$ cat config.mk
export PLATFORM = sky130hd
export DESIGN_NAME = conv_fault_monitor
export DESIGN_NICKNAME = d
export VERILOG_FILES = /design/src/rtl/fmon_pkg.sv /design/src/rtl/fmon_window.sv /design/src/rtl/fmon_regcheck.sv /design/src/rtl/fmon_latch.sv /design/src/rtl/conv_fault_monitor.sv
export SDC_FILE = /design/constraint.sdc
export NUM_CORES = 1
export LEC_CHECK = 0
export CORE_MARGIN = 3
export CORE_UTILIZATION = 53
export CTS_CLUSTER_SIZE = 14
export DETAILED_ROUTE_END_ITERATION = 16
export GPL_TIMING_DRIVEN = 1
export PLACE_DENSITY = 0.92
export SETUP_SLACK_MARGIN = 0.05
export SLEW_MARGIN = 0
export SYNTH_ARGS = -nofsm -noshare
export SYNTH_HDL_FRONTEND = slang
export SYNTH_SLANG_ARGS = --single-unit
$ cat constraint.sdc
create_clock -name clk -period 2 [get_ports clk]
set_input_delay 0.5 -clock clk [delete_from_list [all_inputs] [get_ports clk]]
set_output_delay 0.5 -clock clk [all_outputs]
set_load 0.005 [all_outputs]
$ cat src/rtl/fmon_pkg.sv
package fmon_pkg;
    localparam int CAUSE_W   = 2;
    localparam int CAUSE_VIN = 0;
    localparam int CAUSE_REG = 1;
endpackage

$ cat src/rtl/fmon_window.sv
module fmon_window #(
    parameter int          W        = 12,
    parameter int unsigned UV_TRIP  = 1000,
    parameter int unsigned UV_CLEAR = 1100,
    parameter int unsigned OV_TRIP  = 3000,
    parameter int unsigned OV_CLEAR = 2900
) (
    input  logic         clk,
    input  logic         rst_n,
    input  logic         smp_vld,
    input  logic [W-1:0] smp_code,
    output logic         bad
);
    localparam logic [W-1:0] UV_T = W'(UV_TRIP);
    localparam logic [W-1:0] UV_C = W'(UV_CLEAR);
    localparam logic [W-1:0] OV_T = W'(OV_TRIP);
    localparam logic [W-1:0] OV_C = W'(OV_CLEAR);

    typedef struct packed {
        logic bad;
    } win_s;

    win_s s_d, s_q;

    always_comb begin
        s_d = s_q;
        if (smp_vld) begin
            if (!s_q.bad) begin
                s_d.bad = (smp_code < UV_T) || (smp_code > OV_T);
            end else if ((smp_code >= UV_C) && (smp_code <= OV_C)) begin
                s_d.bad = 1'b0;
            end
        end
    end

    always_ff @(posedge clk or negedge rst_n) begin
        if (!rst_n) s_q <= '0;
        else        s_q <= s_d;
    end

    assign bad = s_q.bad;
endmodule

$ cat src/rtl/fmon_regcheck.sv
module fmon_regcheck #(
    parameter int          W          = 12,
    parameter int unsigned REG_TRIP   = 100,
    parameter int unsigned REG_CLEAR  = 80,
    parameter int unsigned PERSIST_MS = 10
) (
    input  logic         clk,
    input  logic         rst_n,
    input  logic         smp_vld,
    input  logic [W-1:0] smp_code,
    input  logic [W-1:0] ref_code,
    input  logic         ms_tick,
    output logic         reg_err
);
    localparam int           CW    = $clog2(PERSIST_MS + 2);
    localparam logic [CW-1:0] LIMIT = CW'(PERSIST_MS + 1);
    localparam logic [W-1:0]  BAND_T = W'(REG_TRIP);
    localparam logic [W-1:0]  BAND_C = W'(REG_CLEAR);

    typedef struct packed {
        logic          oob;
        logic [CW-1:0] cnt;
    } reg_s;

    reg_s         s_d, s_q;
    logic [W-1:0] diff;

    always_comb begin
        diff = (smp_code >= ref_code) ? (smp_code - ref_code) : (ref_code - smp_code);
    end

    always_comb begin
        s_d = s_q;
        if (smp_vld) begin
            if (!s_q.oob)              s_d.oob = (diff > BAND_T);
            else if (diff <= BAND_C)   s_d.oob = 1'b0;
        end
        if (smp_vld && !s_d.oob) begin
            s_d.cnt = '0;
        end else if (s_q.oob && ms_tick && (s_q.cnt != LIMIT)) begin
            s_d.cnt = s_q.cnt + CW'(1);
        end
    end

    always_ff @(posedge clk or negedge rst_n) begin
        if (!rst_n) s_q <= '0;
        else        s_q <= s_d;
    end

    assign reg_err = (s_q.cnt == LIMIT);
endmodule

$ cat src/rtl/fmon_latch.sv
module fmon_latch
    import fmon_pkg::*;
#(
    parameter int unsigned RECOVER_MS = 5
) (
    input  logic               clk,
    input  logic               rst_n,
    input  logic [CAUSE_W-1:0] cond,
    input  logic               ms_tick,
    output logic               fault,
    output logic [CAUSE_W-1:0] cause
);
    localparam int            RW   = $clog2(RECOVER_MS + 1);
    localparam logic [RW-1:0] LAST = RW'(RECOVER_MS - 1);

    typedef struct packed {
        logic               fault;
        logic [CAUSE_W-1:0] cause;
        logic [RW-1:0]      rec;
    } lat_s;

    lat_s s_d, s_q;

    always_comb begin
        s_d = s_q;
        if (cond != '0) begin
            s_d.fault = 1'b1;
            s_d.cause = s_q.cause | cond;
            s_d.rec   = '0;
        end else if (s_q.fault && ms_tick) begin
            if (s_q.rec == LAST) begin
                s_d = '0;
            end else begin
                s_d.rec = s_q.rec + RW'(1);
            end
        end
    end

    always_ff @(posedge clk or negedge rst_n) begin
        if (!rst_n) s_q <= '0;
        else        s_q <= s_d;
    end

    assign fault = s_q.fault;
    assign cause = s_q.cause;
endmodule

$ cat src/rtl/conv_fault_monitor.sv
module conv_fault_monitor
    import fmon_pkg::*;
#(
    parameter int          W          = 12,
    parameter int unsigned UV_TRIP    = 1000,
    parameter int unsigned UV_CLEAR   = 1100,
    parameter int unsigned OV_TRIP    = 3000,
    parameter int unsigned OV_CLEAR   = 2900,
    parameter int unsigned REG_TRIP   = 100,
    parameter int unsigned REG_CLEAR  = 80,
    parameter int unsigned PERSIST_MS = 10,
    parameter int unsigned RECOVER_MS = 5
) (
    input  logic               clk,
    input  logic               rst_n,
    input  logic               vin_vld,
    input  logic [W-1:0]       vin_code,
    input  logic               vout_vld,
    input  logic [W-1:0]       vout_code,
    input  logic [W-1:0]       ref_code,
    input  logic               ms_tick,
    output logic               fault,
    output logic [CAUSE_W-1:0] cause,
    output logic               shutdown_req
);
    logic               vin_bad;
    logic               reg_err;
    logic [CAUSE_W-1:0] cond;

    fmon_window #(
        .W(W), .UV_TRIP(UV_TRIP), .UV_CLEAR(UV_CLEAR),
        .OV_TRIP(OV_TRIP), .OV_CLEAR(OV_CLEAR)
    ) i_window (
        .clk(clk), .rst_n(rst_n), .smp_vld(vin_vld), .smp_code(vin_code), .bad(vin_bad)
    );

    fmon_regcheck #(
        .W(W), .REG_TRIP(REG_TRIP), .REG_CLEAR(REG_CLEAR), .PERSIST_MS(PERSIST_MS)
    ) i_regcheck (
        .clk(clk), .rst_n(rst_n), .smp_vld(vout_vld), .smp_code(vout_code),
        .ref_code(ref_code), .ms_tick(ms_tick), .reg_err(reg_err)
    );

    always_comb begin
        cond            = '0;
        cond[CAUSE_VIN] = vin_bad;
        cond[CAUSE_REG] = reg_err;
    end

    fmon_latch #(
        .RECOVER_MS(RECOVER_MS)
    ) i_latch (
        .clk(clk), .rst_n(rst_n), .cond(cond), .ms_tick(ms_tick),
        .fault(fault), .cause(cause)
    );

    assign shutdown_req = fault;
endmodule

==> reports/results.ini, run 1 <==
[run_status]
status=did not finish
stop_stage=global routing (5_1_grt)
error=[ERROR GRT-0232] Routing congestion too high. Check the congestion heatmap in the GUI.

[die]
row_count=22
start_util_pct=57.28
ioPinCount=45
die_y_um=70.08
die_w_um=70.08

[logic_synthesis]
yosys_warnings=0
syn_inst=283
synth_top_area_cell=ha_1
synthDistinctLibCells=57
synth_compound_area_share_pct=32.89
synth_top_area_share_pct=14.95
synth_flop_cell=dfrtp_1
synth_top_family_by_area=compound AO/OA/AOI/OAI gates
synth_edf_count=0
ys_seq_elements=12
synthTopCellsByArea=ha_1 15%, dfrtp_1 14%, a21oi_1 5.8%
synth-simple-area-share_pct=20.99
synthMuxAreaShare_pct=1.380
syn_area_um2=2176
synthArstFlopShare_pct=100.0
ys_seq_area_share_pct=13.80
avgSynthCellArea_um2=7.688
synthesis.nets=352
synthXorXnorAreaFrac_pct=2.415
synth_adder_area_share_pct=16.79

[global_routing]
grt_overflow=140
grt.total_usage_pct=73.81
grt_start_max_net_pins=13

[sta]
grt-worst-endpoint=i_regcheck.s_q[0]$_DFFE_PN0P_/D
endpoint_type=register input

[placed_design]
dp_hpwl_um=5209
routabilityCongestion=0.9825
numPortBuffers=44
dp_cells=423
dpl_cell_area_um2=3037

[clock_network]
cts-htree-levels=1
cts_buffers=3
clockBufferDepth=2
root_buffer=clkbuf_8
cts_num_sinks=12

==> per-layer routing <==
metal / track usage (%) / GRT overflow
met1: 71.08 / 0
met2: 98.32 / 101
met3: 47.05 / 0
met4: 84.47 / 39
met5: 0 / 0
==> stage by stage <==
step                      setup slack [ns]  hold slack [ns]
after floorplan                    -0.6916           0.2044
after global placement              -1.406           0.4832
after detailed placement            -1.543           0.5045
after CTS                          -0.7568           0.5171
==> Yosys cell counts, types with 3 or more instances <==
library cell  count
nor2b_1           5
buf_6             5
clkbuf_8          3
buf_4             3
nand3_1           8
a21boi_0          3
dfrtp_1          12
a31oi_1           3
o211ai_1          8
o21a_1            3
ha_1             26
inv_1            30
a21oi_1          25
a21o_1           14
o2111ai_1         3
o21bai_1          3
nand2b_1          3
nand2_1          18
or3_1             3
o22ai_1           3
nor2_1           17
a221oi_1          3
buf_2             3
nand4_1           7
nor3_1            9
mux2i_1           3
xor2_1            4
o21ai_0          15
==> what timing repair did <==
| action | in CTS |
|---|---|
| resized for setup | 100 |
| pin swaps | 34 |
| endpoints found under the setup margin | 6 |
| buffers inserted | 16 |
| hold buffers | 0 |
==> cells by family after synthesis <==
family                   count (synthesis)
AO/OA/AOI/OAI                          103
adder cells (fa/ha/maj)                 28
buffers and inverters                   46
XOR/XNOR                                 6
AND/OR/NAND/NOR                         85
flip-flops                              12
multiplexers                             3
==> run 2: changes to the inputs <==
--- a/config.mk
+++ b/config.mk
@@ -6,12 +6,10 @@
 export NUM_CORES = 1
 export LEC_CHECK = 0
 export CORE_MARGIN = 3
-export CORE_UTILIZATION = 53
-export CTS_CLUSTER_SIZE = 14
+export CORE_UTILIZATION = 40
 export DETAILED_ROUTE_END_ITERATION = 16
 export GPL_TIMING_DRIVEN = 1
-export PLACE_DENSITY = 0.92
-export SETUP_SLACK_MARGIN = 0.05
+export PLACE_DENSITY_LB_ADDON = 0.15
 export SLEW_MARGIN = 0
 export SYNTH_ARGS = -nofsm -noshare
 export SYNTH_HDL_FRONTEND = slang
==> run 2 against run 1 <==
  * The flow now finishes, with violations (setup timing)
  * Synthesized cell count unchanged
  * Area after synthesis unchanged
==> reports/results.ini, run 2 <==
[route]
drt_wl_total_um=7445
via_count=2683
drc_errors=0
drt.antenna.violating_nets=0
drt_iter0_markers=248
routed_via_density=5.709
dr.pass1.iters=5
wl_per_cell_um=15.84

[logic_synthesis]
synth-simple-area-share_pct=20.99  ; unchanged
synth_flop_cell=dfrtp_1
synthXorXnorAreaFrac_pct=2.415  ; unchanged
syn_area_um2=2176  ; unchanged
ys_seq_area_share_pct=13.80  ; unchanged
syn_inst=283  ; unchanged
synthTopCellsByArea=ha_1 15%, dfrtp_1 14%, a21oi_1 5.8%
synth_adder_area_share_pct=16.79  ; unchanged
synth_edf_count=0  ; unchanged
avgSynthCellArea_um2=7.688  ; unchanged
synthDistinctLibCells=57  ; unchanged
yosys_warnings=0  ; unchanged
synth_most_common_cell=inv_1
synthesis.nets=352  ; unchanged
synth_top_area_share_pct=14.95  ; unchanged
synthMuxAreaShare_pct=1.380  ; unchanged
ys_seq_elements=12  ; unchanged
synth_top_family_by_area=compound AO/OA/AOI/OAI gates
synthArstFlopShare_pct=100.0  ; unchanged
synth_common_cells=30 x inv_1, 26 x ha_1, 25 x a21oi_1
synth_top_area_cell=ha_1
synth_compound_area_share_pct=32.89  ; unchanged

[hold_path]
hp-class=register to register
hold_start=i_latch.cause[0]

[sta]
min_period_over_period_pct=136.5
skew_ns=0.0009513
slew_violations=0
tightestPinTransition_ns=0.5267
finalSetupViolations=5
fmax_mhz=366.4
relSlewSlack_pct=64.78
rsz0062_at_grt=true
setup_ws_ns=-0.7291
hold_viol=0
period_minus_slack_ns=2.729

[worst_setup_path]
crit_required_ns=2.10
path_max_fanout=4
crit_start=vout_code[0]
reg2reg_slack_ns=0.46
worstPathArrival_ns=2.83
cp_cell_sequence=buf_8, inv_8, ha_4, fa_2, o211ai_1, buf_4, a41oi_4, buf_6, and4_1, nor4_1, nand4_1, o31ai_2, o211ai_1
critPathMaxStageDelay_ns=0.37
timing_worst_setup_path_type=input port to register
cp_common_cell=o211ai_1
r2r_start=i_regcheck.s_q[0]
crit_buf_inv=4
crit_family=compound AO/OA/AOI/OAI gates
cpMaxStageDelayCell=fa_2
startpoint_type=input port
endpoint_kind=register

[die]
start_util_pct=42.07  ; -15 points
ioPinCount=45  ; unchanged
core_region_area_um2=5172
die_y_um=79.76  ; +14%
row_count=26  ; +18%
die_w_um=79.76  ; +14%
dieArea_um2=6361

[global_routing]
grt_pass1_wl_um=11160
grt_pass1_vias=2464
grt.total_usage_pct=21.48
grt_overflow=0
antenna_found_initial=0
grt_start_max_net_pins=13

[clock_network]
clockBufferDepth=2  ; unchanged
ctsHoldBuffers=0  ; unchanged
cts_buffers=3  ; unchanged
cts-htree-levels=1  ; unchanged
worst_skew_pair.late_latency_ns=0.24
cts_tree=built
root_buffer=clkbuf_8
clk_pin_slew_worst_paths_ns=0.05
cts_num_sinks=12  ; unchanged

[cells_and_area]
syn2layout_area_growth_pct=76.25
final_common_cell=buf_4
largest_reg_flops=5
nets=470
fin_cells=470
fin_util_pct=74.14
antenna_cells=0
final_cell_mix=73 x buf_4, 20 x clkdlybuf4s50_1, 18 x inv_1, 16 x ha_4
largest_register=i_regcheck.s_q
layout-drive-gt1-share_pct=46.75
nFillCells=365

[placed_design]
routabilityCongestion=0.8944  ; -9.0%
dp_cells=447  ; +5.7%
numPortBuffers=44  ; unchanged
dp_hpwl_um=5040  ; -3.2%
pre_cts_ws_ns=-1.527  ; +0.01595 ns

[power]
power.total_uw=1871
ir_drop_uv=228.9
p_per_area_nw_per_um2=488.0
leakage_uw=0.001658

[run_status]
status=finished, violations left
violations=setup timing

[flow_run]
drv_cap=0

[run 2: per-layer routing]
metal	part of all wire, %	global-route usage, %	up-vias
met5	0	0	-
met4	2.8	6.081	0
met3	5.3	1.693	26
met2	52	37.90	117
met1	40	27.88	1263
li1	-	-	1277
[run 2: worst paths after layout]
| path | end | cells after the start |
|---|---|---|
| max | i_regcheck.s_q[4] | 13 |
| min | i_latch.cause[0] | 2 |
| max reg2reg | i_regcheck.s_q[3] | 6 |
| min reg2reg | i_latch.cause[0] | 2 |
| max in group asynchronous | i_latch.cause[0] | 1 |
| min in group asynchronous | i_latch.s_q[2] | 1 |
[run 2: kinds of logic after synthesis]
kind of cell | Yosys count
DFF | 12
and+or+nand+nor | 85
xor gates and xnor gates | 6
muxes | 3
adders and majority gates | 28
buffers and inverters | 46
AOI/OAI and AO/OA | 103
[run 2: area by class of cell]
class	count	area, um2	share of cell area, %
multi-input cells	225	2191	57.13
repair buffers	129	1081	28.19
flip-flops and latches	12	300.3	7.830
inverters	30	120.1	3.132
well taps	70	87.58	2.284
clock buffers	4	55.05	1.436
[run 2: where the power goes]
part	internal, uW	total (uW)	switching, uW
clock	174	261	87.5
combinational	632	1250	616
sequential	308	363	54.5
total	1110	1870	758
[run 2: worst reg2reg max path, delay by kind of cell (launching register included)]
family	cells	cell delay [ns]
adder cells (fa/ha/maj)	1	0.22
AO/OA/AOI/OAI	1	0.06
AND/OR/NAND/NOR	3	0.54
flip-flops	1	0.40
XOR/XNOR	1	0.18
[run 2: what timing repair did]
| item | 4_1_cts | 5_1_grt |
|---|---|---|
| resized for setup | 119 | 70 |
| pin swaps | 39 | 30 |
| setup endpoints to repair | 6 | 6 |
| endpoints found under the hold margin | 0 | 0 |
| buffers inserted | 12 | 8 |
| cloned | 0 | 0 |
[run 2: through the flow]
step	setup TNS (ns)	hold slack [ns]	instance area (um2)
after global placement	-7.155	0.4898	3079
after floorplan	-3.253	0.2044	2198
after detailed placement	-7.849	0.4876	3079
final	-3.591	0.5009	3835
after CTS	-3.627	0.5129	3593
after global routing	-4.090	0.5423	3835
Note: power is estimated with default switching activity, not from simulation.
==> run 3: changes to the inputs <==
--- a/config.mk
+++ b/config.mk
@@ -5,8 +5,9 @@
 export SDC_FILE = /design/constraint.sdc
 export NUM_CORES = 1
 export LEC_CHECK = 0
+export CAP_MARGIN = 15
 export CORE_MARGIN = 3
-export CORE_UTILIZATION = 40
+export CORE_UTILIZATION = 25
 export DETAILED_ROUTE_END_ITERATION = 16
 export GPL_TIMING_DRIVEN = 1
 export PLACE_DENSITY_LB_ADDON = 0.15
==> run 3 against run 2 <==
  * The flow still finishes with violations (setup timing)
  * Sequential cell count unchanged
  * Power down 5.7%
  * Non-clock buffer count down 1
  * Fmax down 3.3%
  * Count of clock-buffer cells in the layout unchanged
  * Final cell count up 7.2%
  * Sequential power about the same
  * Cell area down 5.2%
  * Via count down 7.5%
  * Worst hold slack about the same
  * Clock skew up 0.00092 ns
==> reports/results.ini, run 3 (synthesis results as in run 2) <==
[placed_design]
pre_cts_ws_ns=-1.543  ; -0.01639 ns
dpl_cell_area_um2=3123  ; +1.4%
numPortBuffers=44  ; unchanged
routabilityCongestion=0.8617  ; -3.7%
dp_hpwl_um=5305  ; +5.3%

[hold_path]
hold_start=i_latch.cause[0]
hp-class=register to register

[global_routing]
grt_pass1_vias=2393  ; -2.9%
grt_pass1_wl_um=10990  ; -1.5%
antenna_found_initial=0  ; unchanged
grt.total_usage_pct=13.16  ; -8.3 points
grt_start_max_net_pins=13  ; unchanged
grt_overflow=0  ; unchanged

[route]
drt_wl_total_um=6578  ; -12%
routed_via_density=4.923  ; -14%
via_count=2481  ; -7.5%
wl_per_cell_um=13.05  ; -18%
drt_iter0_markers=135  ; -46%
drc_errors=0  ; unchanged
drt.antenna.violating_nets=0  ; unchanged
dr.pass1.iters=4  ; -1

[die]
die_w_um=99.29  ; +24%
ioPinCount=45  ; unchanged
core_region_area_um2=8341  ; +61%
row_count=33  ; +27%
die_y_um=99.29  ; +24%
start_util_pct=26.09  ; -16 points
dieArea_um2=9859  ; +55%

[worst_setup_path]
reg2reg_slack_ns=0.54  ; +0.08 ns
endpoint_kind=register
critPathMaxStageDelay_ns=0.35  ; -0.02 ns
worstPathArrival_ns=2.94  ; +0.11 ns
crit_start=vout_code[0]
reg2reg_to=i_latch.cause[0]
path_max_fanout=7  ; +3
startpoint_type=input port
timing_worst_setup_path_type=input port to register
r2r_start=i_regcheck.s_q[0]
cpMaxStageDelayCell=fa_2
ff2ff_path_depth=5  ; -1
path_depth=15  ; +2
crit_required_ns=2.12  ; +0.02 ns
crit_buf_inv=6  ; +2
cp_cell_sequence=buf_8, inv_8, ha_4, fa_2, o211ai_1, a41oi_2, buf_4, buf_6, buf_6, a211o_1, nand4_1, nand4_1, o2111ai_1, buf_4, a21oi_2
crit_family=compound AO/OA/AOI/OAI gates
crit_end=i_regcheck.s_q[0]

[run_status]
status=finished, violations left
violations=setup timing

[sta]
period_minus_slack_ns=2.822  ; +0.09304 ns
rsz0062_at_grt=true
min_period_over_period_pct=141.1  ; +4.7 points
hold_viol=0  ; unchanged
tightestPinTransition_ns=0.5283  ; +0.001603 ns
finalSetupViolations=5  ; unchanged
skew_ns=0.001874  ; +0.0009231 ns
slew_violations=0  ; unchanged
setup_ws_ns=-0.8221  ; -0.09304 ns
fmax_mhz=354.3  ; -3.3%
relSlewSlack_pct=64.67  ; -0.11 points

[clock_network]
worst_skew_pair.late_latency_ns=0.23  ; about the same
clk_pin_slew_worst_paths_ns=0.05  ; about the same
root_buffer=clkbuf_8
ctsHoldBuffers=0  ; unchanged
cts-htree-levels=1  ; unchanged
cts_tree=built
cts_buffers=3  ; unchanged
cts_num_sinks=12  ; unchanged
clockBufferDepth=2  ; unchanged

[cells_and_area]
nets=469  ; -0.21%
largest_reg_flops=5  ; unchanged
syn2layout_area_growth_pct=67.11
layout-drive-gt1-share_pct=40.85  ; -5.9 points
final_common_cell=buf_4
antenna_cells=0  ; unchanged
largest_register=i_regcheck.s_q
final_cell_mix=81 x buf_4, 19 x clkdlybuf4s50_1, 18 x inv_1, 17 x nor2_1
fin_area_um2=3636  ; -5.2%

[power]
leakage_uw=0.001632  ; -1.6%
p_per_area_nw_per_um2=485.1  ; -0.59%
ir_drop_uv=199.8  ; -13%

[flow_run]
drv_cap=0  ; unchanged

run 3: cell types whose count changed in the layout (fill, tap and decap cells not counted), moves of 3 or more:
cell,before,now
nand2_1,11,14
o21ai_0,10,14
clkdlybuf4s15_1,8,0
o21ai_1,4,1
a2111oi_4,4,1
buf_4,73,81
nor2_1,14,17
a2111oi_2,1,4
buf_6,14,4
ha_4,16,13
dlygate4sd2_1,4,16
ha_1,7,12
run 3: stage by stage:
step / TNS (ns) / hold WS [ns] / power [uW] / cells / utilization [%]
after floorplan: -3.253 / 0.2044 / 921.0 / 283 / -
after global placement: -7.405 / 0.4892 / 1297 / 482 / 37.44
after detailed placement: -7.743 / 0.4966 / 1302 / 482 / 37.44
after CTS: -4.495 / 0.5081 / 1707 / 501 / 42.65
after global routing: -5.007 / 0.5328 / 1915 / 504 / 43.59
final: -4.069 / 0.5011 / 1764 / 504 / 43.59
run 3: worst min-delay path by stage:
stage                            end  slack (ns)  depth (start not counted)
global route        i_latch.cause[0]        0.53                          2
floorplan           i_latch.cause[0]        0.20                          0
finish              i_latch.cause[0]        0.50                          2
global placement    i_latch.cause[0]        0.49                          2
detailed placement  i_latch.cause[0]        0.50                          2
CTS                 i_latch.cause[0]        0.51                          2
run 3: final cells by class:
type | instances | area, um2
multi-input combinational | 225 | 1988
sequential | 12 | 300.3
timing repair buffer | 128 | 1041
inverter | 30 | 120.1
clock buffer | 4 | 55.05
fill | 848 | 4705
tap | 105 | 131.4
run 3: report_power, final:
part	total [uW]	internal [uW]	switching (uW)
sequential	362	308	53.9
combinational	1140	597	547
clock	258	174	84.3
total	1760	1080	685
run 3: routing by layer:
layer  global-route usage (%)  vias to the layer above  share of wire [%]
li1                         -                     1273                  -
met1                    18.43                     1159                 47
met2                    23.04                       47                 49
met3                   0.7714                        2                3.7
met4                    1.366                        0               0.35
met5                        0                        -                  0
run 3: what timing repair did:
action / in CTS / in global routing
setup buffers: 15 / 3
setup endpoints to repair: 5 / 6
endpoints found under the hold margin: 0 / 0
pin swaps: 28 / 17
resized for setup: 94 / 26
cloned: 0 / 0
run 3: tightest hold or removal path, stage by stage (launching register included):
cell,delay [ns]
dfrtp_1,0.34
nor2_1,0.04
nor2_1,0.08
